$ cat config.mk
export PLATFORM = sky130hd
export DESIGN_NAME = adc_pwr_seq
export DESIGN_NICKNAME = d
export VERILOG_FILES = /design/src/rtl/pdm_pkg.sv /design/src/rtl/pdm_wait_timer.sv /design/src/rtl/pdm_req_queue.sv /design/src/rtl/pdm_mode_fsm.sv /design/src/rtl/adc_pwr_seq.sv
export SDC_FILE = /design/constraint.sdc
export NUM_CORES = 1
export LEC_CHECK = 0
export BUFFER_PORTS_ARGS = -buffer_cell sky130_fd_sc_hd__buf_2
export CORE_MARGIN = 1
export CORE_UTILIZATION = 45
export DETAILED_ROUTE_END_ITERATION = 8
export PLACE_DENSITY_LB_ADDON = 0.3
export RECOVER_POWER = 100
export SETUP_SLACK_MARGIN = 0.2
export SLEW_MARGIN = 10
export SYNTH_ARGS = -nofsm -noshare
export SYNTH_HDL_FRONTEND = slang
export SYNTH_HIERARCHICAL = 1
export SYNTH_SLANG_ARGS = --single-unit
$ cat constraint.sdc
create_clock -name clk_i -period 3.02 [get_ports clk_i]
set_input_delay 0 -clock clk_i [delete_from_list [all_inputs] [get_ports clk_i]]
set_output_delay 0 -clock clk_i [all_outputs]
set_load 0.005 [all_outputs]
$ cat src/rtl/pdm_pkg.sv
package pdm_pkg;
  typedef enum logic [2:0] {
    ST_ACTIVE, ST_NAP, ST_SETUP, ST_SLEEP, ST_WAKE
  } pdm_state_e;

  localparam logic [1:0] MODE_ACTIVE = 2'b00;
  localparam logic [1:0] MODE_NAP    = 2'b01;
  localparam logic [1:0] MODE_SLEEP  = 2'b10;
  localparam logic [1:0] MODE_WAKE   = 2'b11;

  // ceil(ns * mhz / 1000), never below one cycle
  function automatic int unsigned ns_to_cycles(input int unsigned ns, input int unsigned mhz);
    longint unsigned prod;
    prod = (64'(ns) * 64'(mhz) + 64'd999) / 64'd1000;
    if (prod == 64'd0) prod = 64'd1;
    return 32'(prod);
  endfunction
endpackage

$ cat src/rtl/pdm_wait_timer.sv
module pdm_wait_timer #(
  parameter int unsigned CNT_W = 8
) (
  input  logic             clk_i,
  input  logic             rst_ni,
  input  logic             load_i,
  input  logic [CNT_W-1:0] load_val_i,
  output logic             expire_o
);
  logic [CNT_W-1:0] cnt_q;

  always_ff @(posedge clk_i or negedge rst_ni) begin
    if (!rst_ni)              cnt_q <= '0;
    else if (load_i)          cnt_q <= load_val_i;
    else if (cnt_q != '0)     cnt_q <= cnt_q - CNT_W'(1);
  end

  // last counted cycle: the owner moves on at this edge
  assign expire_o = (cnt_q == CNT_W'(1));
endmodule

$ cat src/rtl/pdm_req_queue.sv
module pdm_req_queue (
  input  logic clk_i,
  input  logic rst_ni,
  input  logic capture_i,
  input  logic drain_i,
  input  logic nap_i,
  input  logic sleep_i,
  output logic pend_nap_o,
  output logic pend_sleep_o
);
  logic nap_q, sleep_q;

  always_ff @(posedge clk_i or negedge rst_ni) begin
    if (!rst_ni) begin
      nap_q   <= 1'b0;
      sleep_q <= 1'b0;
    end else if (drain_i) begin
      nap_q   <= 1'b0;
      sleep_q <= 1'b0;
    end else if (capture_i) begin
      nap_q   <= nap_q | nap_i;
      sleep_q <= sleep_q | sleep_i;
    end
  end

  assign pend_nap_o   = nap_q;
  assign pend_sleep_o = sleep_q;
endmodule

$ cat src/rtl/pdm_mode_fsm.sv
module pdm_mode_fsm import pdm_pkg::*; #(
  parameter int unsigned CNT_W   = 8,
  parameter int unsigned NAP_CYC = 1,
  parameter int unsigned SLP_CYC = 1,
  parameter int unsigned SET_CYC = 1
) (
  input  logic             clk_i,
  input  logic             rst_ni,
  input  logic             nap_i,
  input  logic             sleep_i,
  input  logic             wake_i,
  input  logic             expire_i,
  output pdm_state_e       state_o,
  output logic             load_o,
  output logic [CNT_W-1:0] load_val_o
);
  pdm_state_e state_q, state_d;

  always_comb begin
    state_d    = state_q;
    load_o     = 1'b0;
    load_val_o = '0;
    unique case (state_q)
      ST_ACTIVE: begin
        if (sleep_i) begin
          state_d = ST_SETUP; load_o = 1'b1; load_val_o = CNT_W'(SET_CYC);
        end else if (nap_i) begin
          state_d = ST_NAP;
        end
      end
      ST_NAP: begin
        if (sleep_i) begin
          state_d = ST_SETUP; load_o = 1'b1; load_val_o = CNT_W'(SET_CYC);
        end else if (wake_i) begin
          state_d = ST_WAKE; load_o = 1'b1; load_val_o = CNT_W'(NAP_CYC);
        end
      end
      ST_SETUP: if (expire_i) state_d = ST_SLEEP;
      ST_SLEEP: begin
        if (nap_i) begin
          state_d = ST_NAP;
        end else if (wake_i) begin
          state_d = ST_WAKE; load_o = 1'b1; load_val_o = CNT_W'(SLP_CYC);
        end
      end
      ST_WAKE:  if (expire_i) state_d = ST_ACTIVE;
      default:  state_d = ST_ACTIVE;
    endcase
  end

  always_ff @(posedge clk_i or negedge rst_ni) begin
    if (!rst_ni) state_q <= ST_ACTIVE;
    else         state_q <= state_d;
  end

  assign state_o = state_q;
endmodule

$ cat src/rtl/adc_pwr_seq.sv
module adc_pwr_seq import pdm_pkg::*; #(
  parameter int unsigned CLK_MHZ       = 125,
  parameter int unsigned NAP_WAKE_NS   = 400,
  parameter int unsigned SLEEP_WAKE_NS = 80_000_000,
  parameter int unsigned CS_SETUP_NS   = 10
) (
  input  logic       clk_i,
  input  logic       rst_ni,
  input  logic       nap_req_i,
  input  logic       sleep_req_i,
  input  logic       wake_req_i,
  input  logic       conv_req_i,
  output logic       shdn_no,
  output logic       cs_no,
  output logic       conv_o,
  output logic       ready_o,
  output logic [1:0] mode_o
);
  localparam int unsigned NAP_CYC = ns_to_cycles(NAP_WAKE_NS, CLK_MHZ);
  localparam int unsigned SLP_CYC = ns_to_cycles(SLEEP_WAKE_NS, CLK_MHZ);
  localparam int unsigned SET_CYC = ns_to_cycles(CS_SETUP_NS, CLK_MHZ);
  localparam int unsigned MAX_A   = (NAP_CYC > SLP_CYC) ? NAP_CYC : SLP_CYC;
  localparam int unsigned MAX_CYC = (MAX_A > SET_CYC) ? MAX_A : SET_CYC;
  localparam int unsigned CNT_W   = $clog2(MAX_CYC + 1);

  pdm_state_e       state;
  logic             load, expire, pend_nap, pend_sleep;
  logic [CNT_W-1:0] load_val;

  pdm_req_queue u_queue (
    .clk_i       (clk_i),
    .rst_ni      (rst_ni),
    .capture_i   (state == ST_WAKE),
    .drain_i     (state == ST_ACTIVE),
    .nap_i       (nap_req_i),
    .sleep_i     (sleep_req_i),
    .pend_nap_o  (pend_nap),
    .pend_sleep_o(pend_sleep)
  );

  pdm_mode_fsm #(
    .CNT_W  (CNT_W),
    .NAP_CYC(NAP_CYC),
    .SLP_CYC(SLP_CYC),
    .SET_CYC(SET_CYC)
  ) u_fsm (
    .clk_i     (clk_i),
    .rst_ni    (rst_ni),
    .nap_i     (nap_req_i | pend_nap),
    .sleep_i   (sleep_req_i | pend_sleep),
    .wake_i    (wake_req_i),
    .expire_i  (expire),
    .state_o   (state),
    .load_o    (load),
    .load_val_o(load_val)
  );

  pdm_wait_timer #(.CNT_W(CNT_W)) u_timer (
    .clk_i     (clk_i),
    .rst_ni    (rst_ni),
    .load_i    (load),
    .load_val_i(load_val),
    .expire_o  (expire)
  );

  always_comb begin
    unique case (state)
      ST_NAP:             mode_o = MODE_NAP;
      ST_SETUP, ST_SLEEP: mode_o = MODE_SLEEP;
      ST_WAKE:            mode_o = MODE_WAKE;
      default:            mode_o = MODE_ACTIVE;
    endcase
  end

  assign shdn_no = (state == ST_ACTIVE) || (state == ST_WAKE);
  assign cs_no   = (state == ST_SLEEP);
  assign ready_o = (state == ST_ACTIVE);
  assign conv_o  = conv_req_i & ready_o;
endmodule

; Yosys cells after proc, flatten, opt, wreduce, memory -nomap -nowiden
; Cells that the tools add are included.
; W data, S select, Z words.
[word_totals]
register_bits = 29
n_memories = 0
mem_bits_rw = 0
latch_bits = 0
output_inout_bits = 6
rom_bits = 0
word_cells = 49
[op_classes]
reduce_logical = 7
n_eq_ne = 8
n_div = 0
bitwise = 3
addsub = 1
n_lt_le_gt_ge = 0
mux = 26
shifts = 0
n_mul = 0
[ops]
columns = op, n
row1 = $mux W24, 5
row2 = $pmux W24 S3, 1
row3 = $eq A24 B1 Y1 const B, 1
row4 = $reduce_bool A24 Y1, 1
row5 = $sub A24 B1 Y24 const B, 1
row6 = $mux W3, 7
row7 = $pmux W3 S5, 1
row8 = $mux W1, 8
row9 = $eq A3 B2 Y1 const B, 2
row10 = $mux W6, 1
row11 = $pmux W2 S3, 1
row12 = $ne A2 B2 Y1 const B, 2
row13 = $reduce_bool A2 Y1, 2
row14 = $eq A3 B1 Y1 const B, 1
row15 = $eq A3 B3 Y1 const B, 1
row16 = $logic_not A3 Y1, 1
row17 = $ne A3 B1 Y1 const B, 1
row18 = $pmux W1 S3, 1
row19 = $reduce_and A3 Y1, 1
row20 = $mux W2, 1
row21 = $or A1 B1 Y1, 2
row22 = $reduce_or A2 Y1, 1
row23 = $and A1 B1 Y1, 1
row24 = $logic_or A1 B1 Y1, 1

; Logic depth before layout (Yosys ltp)
; Gate-level depths: netlist (run 1).
[logic_depth]
word_depth = 4
depth_mapped = 8

; By module
; The synthesis (run 1) kept the hierarchy.
[by_module_without_submodules]
columns = mod, seq_area_each_um2, area_each_um2, cells_per_inst, instances
row1 = pdm_wait_timer, 600.6, 1514.0, 167, 1
row2 = pdm_mode_fsm, 75.1, 365.4, 44, 1
row3 = adc_pwr_seq, 0.0, 80.1, 10, 1
row4 = pdm_req_queue, 50.0, 67.6, 6, 1

; Worst setup path before layout (run 1)
; Ideal clock, no wire load.
[synth_path]
path_type = register to register
from = register u_timer.cnt_q[0]
to = register u_timer.cnt_q[22]
stages_incl_launch_ff = 9
n_path_buf = 1
required_ns = 2.900
period_less_slack_ns = 2.296
path_slack_ns = 0.724
t_arrival_ns = 2.176
cell_sequence = dfrtp_1 > inv_1 > ha_1 > or3b_2 > clkbuf_1 > or4_4 > nor3_4 > xor2_1 > o211a_1
[synth_between]
elab_chain_len = 3
elab_cells_between_ends = 5
classes_between = 1 x add/sub / 2 x mux / 2 x reduce/logical
[synth_lines]
columns = element, line_no
row1 = from (decl), pdm_wait_timer.sv:10  ; logic [CNT_W-1:0] cnt_q;
row2 = from (signal assigned), pdm_wait_timer.sv:14  ; else if (load_i) cnt_q <= load_val_i;
row3 = from (signal assigned), pdm_wait_timer.sv:15  ; else if (cnt_q != '0) cnt_q <= cnt_q - CNT_W'(1);
row4 = $sub A24 B1 Y24, pdm_wait_timer.sv:15
row5 = $mux W24, pdm_wait_timer.sv:15
row6 = $mux W24, pdm_wait_timer.sv:14
; Parallel ways exist; a longest one is shown, timed or not. The select of a mux whose other input is x is not followed.
; A chain may end at the register's enable or synchronous reset.

; Worst setup path after layout (run 1)
; Ends and elaborated chain as after synthesis.

==> flow_summary.ini, run 1 <==
[status]
status = finished with violations
violations = max-capacitance violations, max-slew violations

[sta]
skew_ps = 3.58
finalMaxSlewViolations = 30
period_minus_slack_ps = 2490
timing.fmax_mhz = 401
worst_slack_ps = 527
period_share = 0.826
setup_viol = 0
rsz0062_at_grt = false
max-slew-margin-rel = -0.0420
hold_viol = 0
finalSetupTns_ps = 0
worst_pin_slew_ps = 1560
whs_ps = 146

[yosys]
syn_area_um2 = 2030
yosysSeqAreaShare = 0.358
yosysTopAreaCellShare = 0.358
async_flop_share = 1.00
yosys_warnings = 6
synth_edf_count = 0
post_synth_num_cell_types = 53
synth_top_family_by_area = simple AND/OR/NAND/NOR gates
synth_xor_area_frac = 0.0475
yosys.area.top_type = dfrtp_1
synth_compound_area_frac = 0.181
synthAdderAreaFrac = 0.0185
synth_cells = 227
synth.area.top_cells = dfrtp_1 36%, buf_4 7.8%, a21oi_1 4.0%
ys.flop_type = dfrtp_1
synthMuxAreaShare = 0.0123
syn-mean-instance-area_um2 = 8.93
yosys_register_bits = 29
synth_simple_gate_area_frac = 0.265

[die]
ioPinCount = 12
core_um2 = 4350
die-area_um2 = 4780
die_w_um = 69.1
die_h_um = 69.1
start_util = 0.466
num_rows = 24

[grt]
globalRouteOverflowTotal = 0
antenna_found_initial = 0
grt_max_degree = 30
grt_pass1_wl_um = 6930
grt_pass1_vias = 1519
grt_usage = 0.179

[layout]
multi_input_area_um2 = 1080
ff_latch_area_um2 = 726
fin_util = 0.480
num-nets-final = 243
num_antenna_cells = 0
fillCellCount = 417
drive_above_1_share = 0.141
syn_to_final_growth_pct = 3.21

[worst_setup_path]
cp.arrival_ps = 2660
reg2reg_to = u_timer/cnt_q[22]
required_ps = 3190
r2r_slack_ps = 530
cp-end-kind = flip-flop
crit_type = flip-flop to flip-flop
r2r-start = u_timer/cnt_q[0]
start_kind = flip-flop
rr_worst_depth = 7
crit_fanout = 8

[route]
drt-initial-drc-count = 91
routed_via_density = 5.38
vias = 1539
wl_per_cell_um = 13.8
drt_wl_total_um = 3940
drtAntennaViolNets = 0
drc = 0
firstDrtPassIters = 4

[placement]
dp_hpwl_um = 2740
gp_congestion = 0.806
preCtsSetupSlack_ps = 681
io_buffers = 11

[clock_tree]
cts_buffers = 5
clock_latency_ps = 280
cts_root_buffer = clkbuf_8
post-cts-setup-buffer-count = 0
htreeDepth = 2
ctsLongestPathBuffers = 2
cts_tree = yes
path_clk_slew_ps = 60
cts_num_sinks = 29

[pwr]
p_int_mw = 1.21
clkPwrFrac = 0.151
p_per_area_nw_per_um2 = 996
p_sw_frac = 0.421
ir_worst_vdd_mv = 0.489
power.switching_uw = 877
power_frac_comb = 0.446
p_leak_nw = 0.892
pwr-share-seq = 0.403

[worst_hold_path]
min_from = wake_req_i
whs_path_depth = 4
worstHoldPathType = input port to flip-flop
min_to = u_fsm/state_o[1]

[run]
cap_viol_max_count = 1
## sequential cells by signal (all words and copies together) (netlist names)
name and flops:
u_queue/pend_sleep_o 1, u_queue/pend_nap_o 1, u_fsm/state_o 3, u_timer/cnt_q 24
## critical path, cell delays in order, from the launching register on
cell,delay (ps)
dfrtp_1,420
inv_1,120
ha_1,190
or3b_2,530
or4_1,550
nor3_1,270
xor2_1,100
o211a_1,210
## final cells by class
class                   count  area share
inverters                   5     0.00897
well taps                  52      0.0311
multi-input cells         173       0.516
repair buffers             20      0.0562
flip-flops and latches     29       0.347
clock buffers               7      0.0413
## power by group through the flow
| stage | Combinational [mW] | Clock (mW) | Sequential, mW |
|---|---|---|---|
| 2_1_floorplan | 0.825 | 0 | 0.770 |
| 3_3_place_gp | 0.940 | 0 | 0.852 |
| 3_5_place_dp | 0.951 | 0 | 0.855 |
| 4_1_cts | 0.959 | 0.328 | 0.850 |
| 5_1_grt | 1.06 | 0.343 | 0.883 |
| 6_report | 0.928 | 0.315 | 0.840 |
## how the worst max path moves through the flow
stage,slack [ps],to,start
finish,530,u_timer/cnt_q[22],u_timer/cnt_q[0]
global route,370,u_timer/cnt_q[6],u_fsm/state_o[1]
CTS,670,u_timer/cnt_q[22],u_timer/cnt_q[0]
detailed placement,680,u_timer/cnt_q[22],u_timer/cnt_q[0]
global placement,720,u_timer/cnt_q[22],u_timer/cnt_q[0]
floorplan,720,u_timer/cnt_q[22],u_timer/cnt_q[0]
## routing by layer
metal / global-route usage / vias up / routed length (µm)
met5: 0 / - / 0
met4: 0.0544 / 0 / 36
met3: 0.0351 / 5 / 114
met2: 0.299 / 26 / 1850
met1: 0.233 / 707 / 1940
li1: - / 801 / -
## Yosys cell counts (2+ instances only)
master / instances
xor2_1: 7
nor3_2: 3
a31oi_1: 2
dfrtp_1: 29
nor4_1: 7
o221a_2: 2
o211a_1: 7
o21ai_0: 9
or4_1: 3
inv_1: 5
buf_6: 2
clkbuf_1: 8
ha_1: 3
nand3_1: 4
or4_4: 2
nand2b_1: 7
a311oi_1: 5
xnor2_1: 4
a21oi_1: 16
o31ai_1: 2
or3_1: 2
and2_1: 4
or2_2: 4
nor3_1: 13
nand4_1: 2
nor2_1: 17
buf_4: 21
nand2_1: 12
## what timing repair did
item                                   4_1_cts  5_1_grt
hold buffers                                 3        0
gates resized for setup                      0        0
endpoints found under the hold margin       31        0
## layout by cell type, fill, tap and decap left out, types with 3 or more instances in the layout
master          n
nand2b_1        7
or4_1           4
nor2_1         18
nor3_1         16
inv_1           5
clkbuf_1        5
nor4_1          7
and2_0          4
o21ai_0        10
dlygate4sd3_1   3
buf_2           9
nand2_1        12
o211a_1         7
ha_1            3
buf_4           3
dfrtp_1        29
or2_2           4
a311oi_1        5
nand3_1         4
conb_1         13
clkbuf_8        6
a21oi_1        16
xor2_1          7
xnor2_1         4
## logic make-up (layout without fill, tap and decap cells)
| group | count (synthesis) | count (layout) |
|---|---|---|
| buf+inv | 37 | 32 |
| mux | 2 | 2 |
| simple gates | 92 | 92 |
| other cells | 1 | 13 |
| xor+xnor | 11 | 11 |
| fa+ha+maj | 3 | 3 |
| flops | 29 | 29 |
| compound gates | 52 | 52 |
## metrics by stage
stage               total power [mW]  area [µm²]  instances
floorplan                       1.59        2070        239
global placement                1.79        2020        276
detailed placement              1.81        2020        276
CTS                             2.14        2140        286
global route                    2.28        2090        286
finish                          2.08        2090        286
(Power assumes the default switching activity.)
==> inputs of run 2 (changes only) <==
==> constraint.sdc (replaced) <==
create_clock -name clk_i -period 2.1 [get_ports clk_i]
set_input_delay 0 -clock clk_i [delete_from_list [all_inputs] [get_ports clk_i]]
set_output_delay 0 -clock clk_i [all_outputs]
set_load 0.005 [all_outputs]
==> flow_summary.ini, run 2 (synthesis results as in run 1) <==
[worst_setup_path]
cp-end-kind = flip-flop
crit_fanout = 5
crit_slowest_cell = or4_4
cpPeakStageDelay_ps = 620
cp_cell_sequence = or4_4, or4_4, nor3_2, xor2_1, o211a_1
cp.arrival_ps = 2270
r2r-start = u_timer/cnt_q[10]
required_ps = 2270
crit_top_cell = or4_4
reg2reg_to = u_timer/cnt_q[20]
start_kind = flip-flop
crit_type = flip-flop to flip-flop
r2r_slack_ps = 5
rr_worst_depth = 5

[pwr]
p_leak_nw = 1.11
ir_worst_vdd_mv = 0.663
finalPower_mw = 3.56
p_per_area_nw_per_um2 = 1420

[clock_tree]
cts_num_sinks = 29
cts_tree = yes
htreeDepth = 2
path_clk_slew_ps = 60
cts_root_buffer = clkbuf_8
ctsLongestPathBuffers = 2
cts_buffers = 5
clock_latency_ps = 280

[layout]
regMostFlops = u_timer/cnt_q
largest_register_ffs = 24
layout_commonest_cell = buf_4
final_cells = 327
fin_area_um2 = 2510
drive_above_1_share = 0.324
fin_util = 0.578
final_cell_mix = 37 x buf_4, 29 x dfrtp_1, 18 x nor2_1
syn_to_final_growth_pct = 24.1
fillCellCount = 377
num_antenna_cells = 0
num-nets-final = 284

[sta]
timing.fmax_mhz = 477
hold_viol = 0
worst_slack_ps = 5.04
setup_viol = 0
worst_pin_slew_ps = 1590
whs_ps = 160
skew_ps = 8.65
finalMaxSlewViolations = 30
rsz0062_at_grt = true
period_share = 0.998
period_minus_slack_ps = 2090
max-slew-margin-rel = -0.0627
finalSetupTns_ps = 0

[placement]
gp_congestion = 0.873
preCtsSetupSlack_ps = -37.4
dpl_cell_area_um2 = 2320
io_buffers = 11
dp_hpwl_um = 3050
dp_cells = 309

[route]
firstDrtPassIters = 5
drc = 0
drtAntennaViolNets = 0
drt-initial-drc-count = 124
drt_wl_total_um = 4580
routed_via_density = 5.35
vias = 1750
wl_per_cell_um = 14.0

[status]
violations = max-capacitance violations, max-slew violations
status = finished with violations

[die]
die_h_um = 69.1
core_um2 = 4350
die_w_um = 69.1
start_util = 0.466
num_rows = 24
die-area_um2 = 4780
ioPinCount = 12

[worst_hold_path]
whs_path_depth = 4
min_from = wake_req_i
worstHoldPathType = input port to flip-flop
min_to = u_fsm/state_o[1]

[grt]
grt_pass1_wl_um = 7910
antenna_found_initial = 0
grt_pass1_vias = 1685
grt_max_degree = 30
globalRouteOverflowTotal = 0
grt_usage = 0.210

[run]
cap_viol_max_count = 1
==> run 2: changes by cell type in the layout (fill, tap and decap cells not counted), sizes merged <==
cell    before  now
clkbuf      12   19
buf         12   46
==> run 2: how the worst max path moves through the flow <==
stage,start,endpoint,slack [ps],cells after the start
floorplan,u_timer/cnt_q[0],u_timer/cnt_q[20],-130,8
global placement,u_timer/cnt_q[6],u_timer/cnt_q[20],-20,5
detailed placement,u_timer/cnt_q[6],u_timer/cnt_q[20],-40,5
CTS,u_timer/cnt_q[10],u_timer/cnt_q[18],-10,5
global route,u_timer/cnt_q[10],u_timer/cnt_q[20],-70,5
finish,u_timer/cnt_q[10],u_timer/cnt_q[20],5,5
==> run 2: metal layers <==
| layer | GRT usage | share of wire |
|---|---|---|
| met1 | 0.280 | 0.49 |
| met2 | 0.338 | 0.46 |
| met3 | 0.0439 | 0.033 |
| met4 | 0.0748 | 0.014 |
| met5 | 0 | 0 |
==> run 2: report_power, final <==
part / switching (mW) / total, mW / internal (mW)
Sequential: 0.203 / 1.04 / 0.833
Clock: 0.210 / 0.470 / 0.260
Combinational: 1.06 / 2.06 / 1.00
==> run 2: worst max-delay path: cells and delay by family (launching register included) <==
family	cells	cell delay (ps)
AO/OA/AOI/OAI	1	200
flip-flops	1	380
XOR/XNOR	1	80
AND/OR/NAND/NOR	3	1320
==> run 2: what timing repair did <==
action / 4_1_cts / 5_1_grt
setup buffers: 5 / 3
gates resized for setup: 10 / 9
endpoints found under the hold margin: 31 / 0
hold buffers: 3 / 0
pin swaps: 4 / 2
endpoints found under the setup margin: 22 / 26
==> run 2: area by class of cell <==
type,count,area (µm²),area share
multi-input combinational,173,1200,0.477
sequential,29,726,0.289
timing repair buffer,61,420,0.167
clock buffer,7,86.3,0.0343
tap,52,65.1,0.0259
inverter,5,18.8,0.00746
==> inputs of run 3 (changes only) <==
--- a/config.mk
+++ b/config.mk
@@ -9,6 +9,7 @@
 export CORE_MARGIN = 1
 export CORE_UTILIZATION = 45
 export DETAILED_ROUTE_END_ITERATION = 8
+export GPL_ROUTABILITY_DRIVEN = 0
 export PLACE_DENSITY_LB_ADDON = 0.3
 export RECOVER_POWER = 100
 export SETUP_SLACK_MARGIN = 0.2
==> constraint.sdc (replaced) <==
create_clock -name clk_i -period 2.65 [get_ports clk_i]
set_input_delay 0 -clock clk_i [delete_from_list [all_inputs] [get_ports clk_i]]
set_output_delay 0 -clock clk_i [all_outputs]
set_load 0.005 [all_outputs]
==> flow_summary.ini, run 3 (synthesis results as in run 1) <==
[route]
vias = 1576
drt_wl_total_um = 4170
routed_via_density = 5.45
wl_per_cell_um = 14.4
drc = 0
drtAntennaViolNets = 0
drt-initial-drc-count = 93
firstDrtPassIters = 4

[sta]
period_minus_slack_ps = 2440
finalSetupTns_ps = 0
max-slew-margin-rel = -0.0743
period_share = 0.919
finalMaxSlewViolations = 30
skew_ps = 5.04
setup_viol = 0
worst_pin_slew_ps = 1610
rsz0062_at_grt = false
timing.fmax_mhz = 411
hold_viol = 0

[status]
violations = max-capacitance violations, max-slew violations
status = finished with violations

[placement]
dp_hpwl_um = 2880
io_buffers = 11

[die]
num_rows = 24
start_util = 0.466
die_w_um = 69.1
core_um2 = 4350
ioPinCount = 12
die_h_um = 69.1
die-area_um2 = 4780

[worst_setup_path]
r2r_slack_ps = 210
cp.arrival_ps = 2610
reg2reg_to = u_timer/cnt_q[20]
crit_type = flip-flop to flip-flop
required_ps = 2820
cp-end-kind = flip-flop
start_kind = flip-flop
rr_worst_depth = 5
r2r-start = u_timer/cnt_q[6]
crit_fanout = 7

[pwr]
p_leak_nw = 0.913
p_per_area_nw_per_um2 = 1140
ir_worst_vdd_mv = 0.530
finalPower_mw = 2.40

[layout]
regMostFlops = u_timer/cnt_q
multi_input_area_um2 = 1090
num-nets-final = 245
syn_to_final_growth_pct = 4.20
final_cell_mix = 29 x dfrtp_1, 18 x nor2_1, 16 x nor3_1, 16 x a21oi_1, 13 x conb_1
largest_register_ffs = 24
num_antenna_cells = 0
drive_above_1_share = 0.143
fillCellCount = 424
ff_latch_area_um2 = 726
layout_commonest_cell = dfrtp_1

[clock_tree]
cts_tree = yes
cts_buffers = 5
cts_num_sinks = 29
ctsLongestPathBuffers = 2
cts_root_buffer = clkbuf_8
post-cts-setup-buffer-count = 0
path_clk_slew_ps = 60
clock_latency_ps = 280
htreeDepth = 2

[worst_hold_path]
whs_path_depth = 4
min_from = wake_req_i
min_to = u_fsm/state_o[1]
worstHoldPathType = input port to flip-flop

[grt]
grt_use_met3 = 0.0395
grt_max_degree = 30
grt_pass1_wl_um = 7450
grt_most_used_layer = met2
grt_usage = 0.197
grt_pass1_vias = 1576
globalRouteOverflowTotal = 0
grt_use_met1 = 0.266
antenna_found_initial = 0
met2_usage = 0.311

[run]
cap_viol_max_count = 1
run 3: metal layers:
metal / part of all wire / up-vias
li1: - / 806
met5: 0 / -
met2: 0.47 / 18
met3: 0.025 / 4
met4: 0.011 / 0
met1: 0.49 / 748
run 3: per-stage QoR:
step	instance area, µm²	worst slack (ps)	hold WS, ps	cells	utilization
6_report	2110	214	119	289	0.485
5_1_grt	2110	133	131	289	0.485
4_1_cts	2150	287	105	289	0.493
3_5_place_dp	2040	295	71.7	278	0.468
3_3_place_gp	2040	358	74.9	278	0.468
2_1_floorplan	2070	354	-296	239	-
run 3: power by group:
part	switching (mW)	internal (mW)
clock network	0.159	0.186
logic	0.581	0.520
registers	0.293	0.660
run 3: how the worst max path moves through the flow:
stage	from	to	slack [ps]	depth (start not counted)
floorplan	u_timer/cnt_q[0]	u_timer/cnt_q[22]	350	8
global placement	u_timer/cnt_q[0]	u_timer/cnt_q[22]	360	7
detailed placement	u_timer/cnt_q[0]	u_timer/cnt_q[22]	300	7
CTS	u_timer/cnt_q[0]	u_timer/cnt_q[22]	290	7
global route	u_timer/cnt_q[6]	u_timer/cnt_q[20]	130	5
finish	u_timer/cnt_q[6]	u_timer/cnt_q[20]	210	5
run 3: worst max-delay path, stage by stage, from the launching register on:
cell	delay, ps
dfrtp_1	420
or4_1	660
or4_1	700
nor3_1	250
xor2_1	100
o211a_1	210
run 3: repair_timing:
action | 4_1_cts | 5_1_grt
gates resized for setup | 0 | 1
hold buffers | 3 | 0
setup endpoints to repair | 0 | 1
endpoints found under the hold margin | 31 | 0
run 3: cell type report:
cell class / count / share of cell area
Clock buffer: 8 / 0.0379
Timing Repair Buffer: 22 / 0.0646
Multi-Input combinational cell: 173 / 0.514
Tap cell: 52 / 0.0308
Inverter: 5 / 0.00889
Sequential cell: 29 / 0.344
